## src/rtl/sdsc_pkg.sv

```systemverilog
package sdsc_pkg;

    typedef enum logic [1:0] {
        PH_INTEG  = 2'd0,
        PH_GAP_ID = 2'd1,
        PH_DISCH  = 2'd2,
        PH_GAP_DI = 2'd3
    } sdsc_phase_e;

endpackage

```

## src/rtl/sdsc_int_counter.sv

```systemverilog
module sdsc_int_counter #(
    parameter int CNT_W     = 16,
    parameter int GRID_LOG2 = 7
) (
    input  logic             clk,
    input  logic             rst_n,
    input  logic             clr,
    input  logic             en,
    output logic [CNT_W-1:0] cnt_q,
    output logic             grid_edge,
    output logic             wrap_edge
);
    logic [CNT_W-1:0] cnt_d;

    always_comb begin
        cnt_d = cnt_q;
        if (clr) begin
            cnt_d = '0;
        end else if (en) begin
            cnt_d = cnt_q + CNT_W'(1);
        end
    end

    always_ff @(posedge clk or negedge rst_n) begin
        if (!rst_n) begin
            cnt_q <= '0;
        end else begin
            cnt_q <= cnt_d;
        end
    end

    // the next increment moves bit GRID_LOG2 / wraps the whole counter
    assign grid_edge = &cnt_q[GRID_LOG2-1:0];
    assign wrap_edge = &cnt_q;

endmodule

```

## src/rtl/sdsc_dis_counter.sv

```systemverilog
module sdsc_dis_counter #(
    parameter int W = 16
) (
    input  logic         clk,
    input  logic         rst_n,
    input  logic         clr,
    input  logic         en,
    output logic [W-1:0] cnt_inc
);
    logic [W-1:0] cnt_q, cnt_d;

    // saturating increment
    assign cnt_inc = (&cnt_q) ? cnt_q : cnt_q + W'(1);

    always_comb begin
        cnt_d = cnt_q;
        if (clr) begin
            cnt_d = '0;
        end else if (en) begin
            cnt_d = cnt_inc;
        end
    end

    always_ff @(posedge clk or negedge rst_n) begin
        if (!rst_n) begin
            cnt_q <= '0;
        end else begin
            cnt_q <= cnt_d;
        end
    end

endmodule

```

## src/rtl/sdsc_sequencer.sv

```systemverilog
module sdsc_sequencer
    import sdsc_pkg::*;
#(
    parameter int GRID_LOG2 = 7,
    parameter int CNT_W     = 16,
    parameter int DCNT_W    = 16,
    localparam int RES_IW   = CNT_W + 1
) (
    input  logic              clk,
    input  logic              rst_n,
    input  logic              thr_hit,
    input  logic              dis_done,
    output logic              in_sw_en,
    output logic              dis_sw_en,
    output logic              chop,
    output logic              res_valid,
    output logic              res_first,
    output logic              res_ovf,
    output logic [RES_IW-1:0] res_icount,
    output logic [DCNT_W-1:0] res_dcount
);
    typedef struct packed {
        sdsc_phase_e       phase;
        logic [RES_IW-1:0] int_len;
        logic [RES_IW-1:0] res_i;
        logic [DCNT_W-1:0] res_d;
        logic              valid;
        logic              ovf;
        logic              first;
        logic              first_pend;
        logic              chop;
    } seq_t;

    localparam seq_t SEQ_RST = '{
        phase:      PH_INTEG,
        int_len:    '0,
        res_i:      '0,
        res_d:      '0,
        valid:      1'b0,
        ovf:        1'b0,
        first:      1'b0,
        first_pend: 1'b1,
        chop:       1'b0
    };

    seq_t seq_d, seq_q;

    logic              icnt_clr, icnt_en, dcnt_clr, dcnt_en;
    logic [CNT_W-1:0]  icnt;
    logic              grid_edge, wrap_edge;
    logic [DCNT_W-1:0] dcnt_inc;

    sdsc_int_counter #(
        .CNT_W    (CNT_W),
        .GRID_LOG2(GRID_LOG2)
    ) u_icnt (
        .clk      (clk),
        .rst_n    (rst_n),
        .clr      (icnt_clr),
        .en       (icnt_en),
        .cnt_q    (icnt),
        .grid_edge(grid_edge),
        .wrap_edge(wrap_edge)
    );

    sdsc_dis_counter #(
        .W(DCNT_W)
    ) u_dcnt (
        .clk    (clk),
        .rst_n  (rst_n),
        .clr    (dcnt_clr),
        .en     (dcnt_en),
        .cnt_inc(dcnt_inc)
    );

    always_comb begin
        seq_d       = seq_q;
        seq_d.valid = 1'b0;
        icnt_clr    = 1'b0;
        icnt_en     = 1'b0;
        dcnt_clr    = 1'b0;
        dcnt_en     = 1'b0;

        unique case (seq_q.phase)
            PH_INTEG: begin
                icnt_en = 1'b1;
                if (grid_edge && thr_hit) begin
                    seq_d.phase   = PH_GAP_ID;
                    seq_d.int_len = RES_IW'(icnt) + RES_IW'(1);
                end else if (wrap_edge) begin
                    // lock-up: zero result, swap polarity, integrate again
                    icnt_clr         = 1'b1;
                    seq_d.valid      = 1'b1;
                    seq_d.ovf        = 1'b1;
                    seq_d.res_i      = '0;
                    seq_d.res_d      = '0;
                    seq_d.chop       = ~seq_q.chop;
                    seq_d.first      = seq_q.first_pend;
                    seq_d.first_pend = 1'b0;
                end
            end
            PH_GAP_ID: begin
                dcnt_clr    = 1'b1;
                seq_d.phase = PH_DISCH;
            end
            PH_DISCH: begin
                dcnt_en = 1'b1;
                if (dis_done) begin
                    seq_d.phase      = PH_GAP_DI;
                    seq_d.valid      = 1'b1;
                    seq_d.ovf        = 1'b0;
                    seq_d.res_i      = seq_q.int_len;
                    seq_d.res_d      = dcnt_inc;
                    seq_d.first      = seq_q.first_pend;
                    seq_d.first_pend = 1'b0;
                end
            end
            PH_GAP_DI: begin
                icnt_clr    = 1'b1;
                seq_d.phase = PH_INTEG;
            end
            default: seq_d.phase = PH_INTEG;
        endcase
    end

    always_ff @(posedge clk or negedge rst_n) begin
        if (!rst_n) begin
            seq_q <= SEQ_RST;
        end else begin
            seq_q <= seq_d;
        end
    end

    assign in_sw_en   = (seq_q.phase == PH_INTEG);
    assign dis_sw_en  = (seq_q.phase == PH_DISCH);
    assign chop       = seq_q.chop;
    assign res_valid  = seq_q.valid;
    assign res_first  = seq_q.first;
    assign res_ovf    = seq_q.ovf;
    assign res_icount = seq_q.res_i;
    assign res_dcount = seq_q.res_d;

endmodule

```

## config.mk

```make
export PLATFORM = sky130hd
export DESIGN_NAME = sdsc_sequencer
export DESIGN_NICKNAME = d
export VERILOG_FILES = /design/src/rtl/sdsc_pkg.sv /design/src/rtl/sdsc_int_counter.sv /design/src/rtl/sdsc_dis_counter.sv /design/src/rtl/sdsc_sequencer.sv
export SDC_FILE = /design/constraint.sdc
export NUM_CORES = 1
export LEC_CHECK = 0
export BUFFER_PORTS_ARGS = -buffer_cell sky130_fd_sc_hd__buf_2
export CORE_MARGIN = 3
export CORE_UTILIZATION = 40
export CTS_CLUSTER_DIAMETER = 120
export CTS_CLUSTER_SIZE = 24
export DETAILED_ROUTE_END_ITERATION = 8
export GPL_TIMING_DRIVEN = 1
export SLEW_MARGIN = 0
export SYNTH_ARGS = -nofsm -noshare
export SYNTH_HDL_FRONTEND = slang
export SYNTH_SLANG_ARGS = --single-unit
export TNS_END_PERCENT = 10
```

## constraint.sdc

```tcl
create_clock -name clk -period 5.3 [get_ports clk]
set_input_delay 0.53 -clock clk [delete_from_list [all_inputs] [get_ports clk]]
set_output_delay 0.53 -clock clk [all_outputs]
set_load 0.01 [all_outputs]
```

==> results of run 1 <==
[worst max-delay path by stage]
stage / to / slack, ns / depth (start not counted)
6_report: res_dcount[15] / 2.60 / 7
5_1_grt: res_dcount[15] / 2.27 / 7
4_1_cts: res_dcount[15] / 2.54 / 7
3_5_place_dp: res_dcount[15] / 2.57 / 7
3_3_place_gp: res_dcount[15] / 2.72 / 7
2_1_floorplan: res_dcount[1] / 3.28 / 6
[registers in the layout, indices dropped and copies added (netlist names)]
register / cells
seq_q: 20
res_ovf: 1
chop: 1
res_valid: 1
res_dcount: 16
res_icount: 17
u_dcnt.cnt_q: 16
res_first: 1
u_icnt.cnt_q: 16
[routing by layer]
layer | vias to the layer above | wire length, um
met3 | 11 | 617
met4 | 0 | 150
met2 | 83 | 4110
li1 | 1723 | -
met5 | - | 0
met1 | 1644 | 5280
[placed cells by master, fill, tap and decap left out, types with 6 or more instances in the layout]
master,count
nand3_1,16
inv_1,11
xor2_1,9
a22o_1,12
nor2_1,16
clkbuf_16,9
nand2_1,77
ha_1,7
o21a_1,6
a31oi_1,10
a21oi_1,21
nand4_1,10
and3_1,7
o31ai_1,11
buf_2,41
and2_1,9
xnor2_1,6
dfrtp_1,88
o21ai_0,46
[layout make-up]
cell class                 count  area, um2  area share
tap                          143        179      0.0355
sequential                    89       2230       0.442
inverter                      11       41.3     0.00819
timing repair buffer          45        235      0.0467
clock buffer                  10        239      0.0474
multi-input combinational    332       2070       0.410
clock inverter                 6       50.0     0.00993
[cell families (layout without fill, tap and decap cells)]
family,after synthesis,count (layout),synth area share
muxes,6,6,0.0143
xor gates and xnor gates,15,15,0.0278
AOI/OAI and AO/OA,135,135,0.192
adders and majority gates,7,7,0.0185
DFF,89,89,0.471
and+or+nand+nor,169,169,0.182
buffers and inverters,75,72,0.0939
[per-stage QoR]
stage / power, mW / instances / setup slack (ns) / area [um2]
6_report: 2.27 / 636 / 2.60 / 5040
5_1_grt: 2.44 / 636 / 2.27 / 5040
4_1_cts: 2.29 / 636 / 2.54 / 5040
3_5_place_dp: 1.67 / 620 / 2.57 / 4750
3_3_place_gp: 1.65 / 620 / 2.72 / 4750
2_1_floorplan: 1.46 / 496 / 3.28 / 4730
[power breakdown]
group          switching, mW  internal (mW)
sequential             0.113          0.775
combinational          0.503          0.268
clock                  0.277          0.335
total                  0.892           1.38
[synth_stat cells (all sizes together) (2+ instances only)]
master / instances
a21o: 5
a21oi: 21
a22o: 12
a311oi: 3
a31o: 3
a31oi: 11
and2: 9
and3: 8
and4: 5
buf: 44
clkbuf: 20
dfrtp: 88
ha: 7
inv: 11
mux2: 3
mux2i: 3
nand2: 77
nand3: 18
nand4: 11
nand4b: 2
nor2: 18
nor2b: 2
nor3: 5
nor4: 4
o21a: 6
o21ai: 46
o221ai: 3
o31ai: 11
o41ai: 2
or2: 5
or3: 2
xnor2: 6
xor2: 9
[worst max-delay path: stages (launching register included)]
cell     delay [ns]
dfrtp_1        0.41
ha_1           0.22
nand3_1        0.18
nor4_4         0.67
a41oi_4        0.18
buf_4          0.33
nor2_2         0.40
a32o_1         0.22
==> flow_summary_export.csv, run 1 <==
group,metric,value,unit
status,outcome,"completed",
clocking,cts_buffers,9,
clocking,root_buffer,"clkbuf_16",
yosys,synth_top_area_share,0.466,
timing,finalHoldViolCount,0,
timing,post-route-period-util,0.509,
grt,grt-busiest-layer,"met1",
die,fp.dieW,115,um
yosys,post-synth-top-area-cell,"dfrtp_1",
routing,num_vias,3461,
yosys,synth-edff-count,0,
yosys,yosys_warnings,0,
finish,area_growth,6.59,%
clocking,cts_tree,"built",
die,core_area,11500,um2
yosys,async_flop_share,1.00,
placement,dp_hpwl,6.76,mm
timing,whs,0.0676,ns
yosys,synthesis.area,4730,um2
critical_path,critPathMaxFanout,59,
clocking,cts_resized,0,
die,dieArea,13200,um2
yosys,syn_area_per_cell,9.53,um2
timing,tns,0,ns
yosys,ys_seq_area_frac,0.471,
clocking,clk_latency,0.34,ns
routing,route.detailed.wl_per_inst,16.0,um
timing,setup_viol,0,
yosys,synth_cell_type_count,61,
placement,io_buffers,42,
job,maxCapViolations,0,
power_and_ir_drop,p_per_area,451,nW/um2
clocking,clk_pin_slew_worst_paths,0.06,ns
finish,finish.net_count,499,
timing,rsz0062_at_grt,"no",
grt,overflow,0,
clocking,cts.path.max_buffers,2,
grt,grtUsageTotal,0.166,
yosys,yosys-top-cells-area,"dfrtp_1 47%, nand2_1 6.1%, buf_4 5.7%, o21ai_0 4.9%, a21oi_1 2.2%",
timing,finalClockSkew,0.00879,ns
finish,utilization,0.439,
grt,grtUsageMet2,0.231,
critical_path,arrival,2.97,ns
routing,wirelength,10.2,mm
timing,worst_pin_slew,0.915,ns
finish,diodes,0,
finish,fillers,1090,
critical_path,crit_required,5.58,ns
timing,fmax,371,MHz
power_and_ir_drop,power.leakage,2.29,nW
routing,drt-initial-drc-count,300,
die,die_y,115,um
clocking,clkSinkCount,89,
routing,drc,0,
critical_path,start_kind,"register",
grt,antenna_found_initial,0,
finish,layout-drive-gt1-share,0.178,
critical_path,cp-startpoint,"u_icnt.cnt_q[0]",
critical_path,r2r_cells,7,
power_and_ir_drop,irDropWorstVdd,0.184,mV
critical_path,r2r-end,"res_dcount[15]",
critical_path,timing.rr.start,"u_icnt.cnt_q[0]",
timing,final-max-slew-violation-count,0,
routing,final_antenna_net_count,0,
grt,grt_max_degree,70,
placement,gp_congestion,0.856,
grt,met1_usage,0.256,
clocking,cts_max_level,3,
routing,first_pass_iters,4,
critical_path,crit_path_end_kind,"register",
yosys,syn-num-nets,507,
die,start_util,0.412,
timing,finalCriticalPeriod,2.70,ns
grt,grt_pass1_vias,3358,
timing,maxSlewHeadroom,0.390,
critical_path,r2r_slack,2.60,ns
min_path,min_path_type,"in -> async",
yosys,synth_cells,496,
critical_path,critPathKind,"reg -> reg",
grt,grtUsageMet3,0.0317,
yosys,ys_ff_latch,89,
clocking,cts.hold.buffers_added,0,
die,row_count,39,
grt,grt_pass1_wl,17.5,mm
yosys,synth_ff_type,"dfrtp_1",
clocking,cts_setup_buffers,0,
die,ios,43,
routing,via_per_inst,5.44,
(Power assumes the default switching activity.)
==> inputs of run 2 (changes only) <==
- ABC_AREA: default -> 1
- clock period: 5.3 -> 2.7 ns (I/O delays scaled with it)
==> run 2 against run 1 <==
Effect of this change:
- register-to-register slack got worse by 1.8 ns
- die area rose by 0.52%
- worst hold slack improved by 0.14 ns
- synthesized cell count rose by 23%
- cell count rose by 20%
- combinational power rose by 89%
- worst setup slack got worse by 1.8 ns
- via count rose by 9.2%
- design area rose by 1.9%
- synthesized area rose by 0.56%
- utilization rose by 0.63 points
==> flow_summary_export.csv, run 2 <==
group,metric,value,unit
routing,via_per_inst,4.95,
critical_path,start_kind,"register",
routing,first_pass_iters,5,
finish,fillers,1159,
grt,grtUsageMet2,0.243,
critical_path,arrival,2.22,ns
yosys,synth_ff_type,"dfrtp_1",
finish,area_growth,7.97,%
yosys,synthesis.area,4750,um2
finish,regMostFlops,"seq_q",
routing,final_antenna_net_count,0,
timing,post-route-period-util,0.718,
finish,mostFrequentLayoutCells,"244 x nand2_1, 88 x dfrtp_1, 54 x nand3_1, 43 x inv_1, 41 x buf_2",
power_and_ir_drop,p_clk_frac,0.294,
die,die_y,115,um
finish,ff_latch_area,2230,um2
finish,multi_input_area,1960,um2
power_and_ir_drop,power.share.switching,0.409,
power_and_ir_drop,seq_power_share,0.379,
die,row_count,39,
clocking,cts.path.max_buffers,2,
timing,setup_viol,0,
timing,finalCriticalPeriod,1.94,ns
power_and_ir_drop,finalPower,4.44,mW
critical_path,worstPathCellList,"ha_1, nand2_2, nor2_4, nand2_4, nor2_4, nor2_2, nor2_8, nand3_1, nand2_1",
yosys,yosys-top-cells-area,"dfrtp_1 46%, nand2_1 19%, nand3_1 5.7%, buf_4 5.4%, inv_1 3.4%",
placement,io_buffers,42,
critical_path,critPathMaxFanout,34,
grt,met1_usage,0.249,
min_path,min_path_type,"in -> reg",
yosys,ys_seq_area_frac,0.469,
critical_path,cp_slowest_cell,"dfrtp_1",
finish,diodes,0,
grt,grtUsageMet3,0.0368,
timing,finalClockSkew,0.00781,ns
timing,rsz0062_at_grt,"no",
finish,finish.net_count,627,
power_and_ir_drop,p_per_area,866,nW/um2
grt,antenna_found_initial,0,
finish,fin_area,5130,um2
yosys,ys_ff_latch,89,
critical_path,critPathMaxStageDelay,0.40,ns
routing,drt-initial-drc-count,257,
power_and_ir_drop,irDropWorstVdd,0.480,mV
yosys,synth_cells,610,
finish,largest_reg_flops,20,
clocking,cts_buffers,9,
critical_path,crit_required,2.98,ns
clocking,cts_tree,"built",
yosys,syn_area_per_cell,7.79,um2
status,outcome,"completed",
routing,wirelength,10.4,mm
timing,maxSlewHeadroom,0.613,
power_and_ir_drop,p_comb_frac,0.328,
critical_path,critPathKind,"reg -> reg",
clocking,clkSinkCount,89,
grt,grt_pass1_wl,18.0,mm
die,start_util,0.413,
timing,finalHoldViolCount,0,
job,maxCapViolations,0,
grt,grt_pass1_vias,3685,
yosys,post-synth-top-count-cell,"nand2_1",
routing,num_vias,3778,
die,fp.dieW,115,um
clocking,clk_pin_slew_worst_paths,0.07,ns
grt,grtUsageTotal,0.170,
yosys,synth_cell_type_count,28,
routing,route.detailed.wl_per_inst,13.7,um
critical_path,critPathMostFrequentCell,"nor2_4",
critical_path,crit_path_end_kind,"register",
timing,tns,0,ns
finish,layout_commonest_cell,"nand2_1",
clocking,cts_setup_buffers,0,
die,core_area,11500,um2
placement,gp_congestion,0.929,
timing,fmax,516,MHz
yosys,synth-edff-count,0,
yosys,yosys_warnings,0,
yosys,post-synth-top-area-cell,"dfrtp_1",
yosys,syn-num-nets,621,
die,dieArea,13200,um2
routing,drc,0,
yosys,synth_top_area_share,0.463,
finish,layout-drive-gt1-share,0.135,
yosys,async_flop_share,1.00,
grt,overflow,0,
grt,grt-busiest-layer,"met1",
clocking,root_buffer,"clkbuf_16",
placement,dp_hpwl,7.15,mm
timing,final-max-slew-violation-count,0,
placement,detailed_place.area,4820,um2
power_and_ir_drop,p_sw,1.82,mW
power_and_ir_drop,power.leakage,2.79,nW
grt,grt_max_degree,47,
power_and_ir_drop,internal-power,2.63,mW
yosys,ys_top_cells_by_count,"244 x nand2_1, 88 x dfrtp_1, 54 x nand3_1",
clocking,clk_latency,0.34,ns
clocking,cts_max_level,3,
timing,worst_pin_slew,0.581,ns
die,ios,43,
run 2: path summary, 6_finish.rpt:
kind / from / to / slack, ns / cells past startpoint
max in group asynchronous: rst_n / seq_q[1] / 1.54 / 3
max: u_icnt.cnt_q[0] / res_icount[13] / 0.76 / 9
min: dis_done / res_valid / 0.21 / 3
min reg2reg: seq_q[1] / seq_q[1] / 0.44 / 2
max reg2reg: u_icnt.cnt_q[0] / res_icount[13] / 0.76 / 9
min in group asynchronous: rst_n / res_icount[4] / 0.46 / 2
run 2: logic make-up (layout without fill, tap and decap cells):
family,count (synthesis),count (layout),share of synthesized area
AND/OR/NAND/NOR,371,371,0.338
buffers and inverters,101,112,0.119
flip-flops,89,89,0.469
AO/OA/AOI/OAI,28,28,0.0305
XOR/XNOR,14,14,0.0258
adder cells (fa/ha/maj),7,7,0.0184
run 2: area by class of cell:
cell class | instances | share of cell area
Clock buffer | 9 | 0.0439
Timing Repair Buffer | 49 | 0.0546
Inverter | 47 | 0.0344
Sequential cell | 89 | 0.434
Multi-Input combinational cell | 420 | 0.382
Clock inverter | 7 | 0.0161
Tap cell | 143 | 0.0349
run 2: power groups by stage:
stage / clock, mW / combinational [mW] / sequential [mW]
2_1_floorplan: 0 / 1.19 / 1.66
3_3_place_gp: 0 / 1.46 / 1.69
3_5_place_dp: 0 / 1.47 / 1.70
4_1_cts: 1.33 / 1.48 / 1.68
5_1_grt: 1.38 / 1.67 / 1.71
6_report: 1.31 / 1.46 / 1.68
run 2: worst max-delay path, delay by kind of cell (launching register included):
kind	cells	cell delay (ns)
DFF	1	0.40
adders and majority gates	1	0.27
and+or+nand+nor	8	1.19
run 2: timing repair:
| item | 4_1_cts | 5_1_grt |
|---|---|---|
| endpoints found under the hold margin | 43 | 0 |
| resized for setup | 0 | 0 |
| hold buffers | 1 | 0 |
run 2: metrics by stage:
step,hold WS (ns),cells,util,worst slack (ns)
2_1_floorplan,-0.0256,610,-,1.11
3_3_place_gp,0.301,747,0.418,0.813
3_5_place_dp,0.306,747,0.418,0.756
4_1_cts,0.201,764,0.446,0.755
5_1_grt,0.217,764,0.446,0.528
6_report,0.211,764,0.446,0.761
run 2: layer usage:
metal / vias to the layer above / part of all wire
met4: 0 / 0.022
met2: 116 / 0.42
met5: - / 0
li1: 1904 / -
met3: 20 / 0.052
met1: 1738 / 0.51
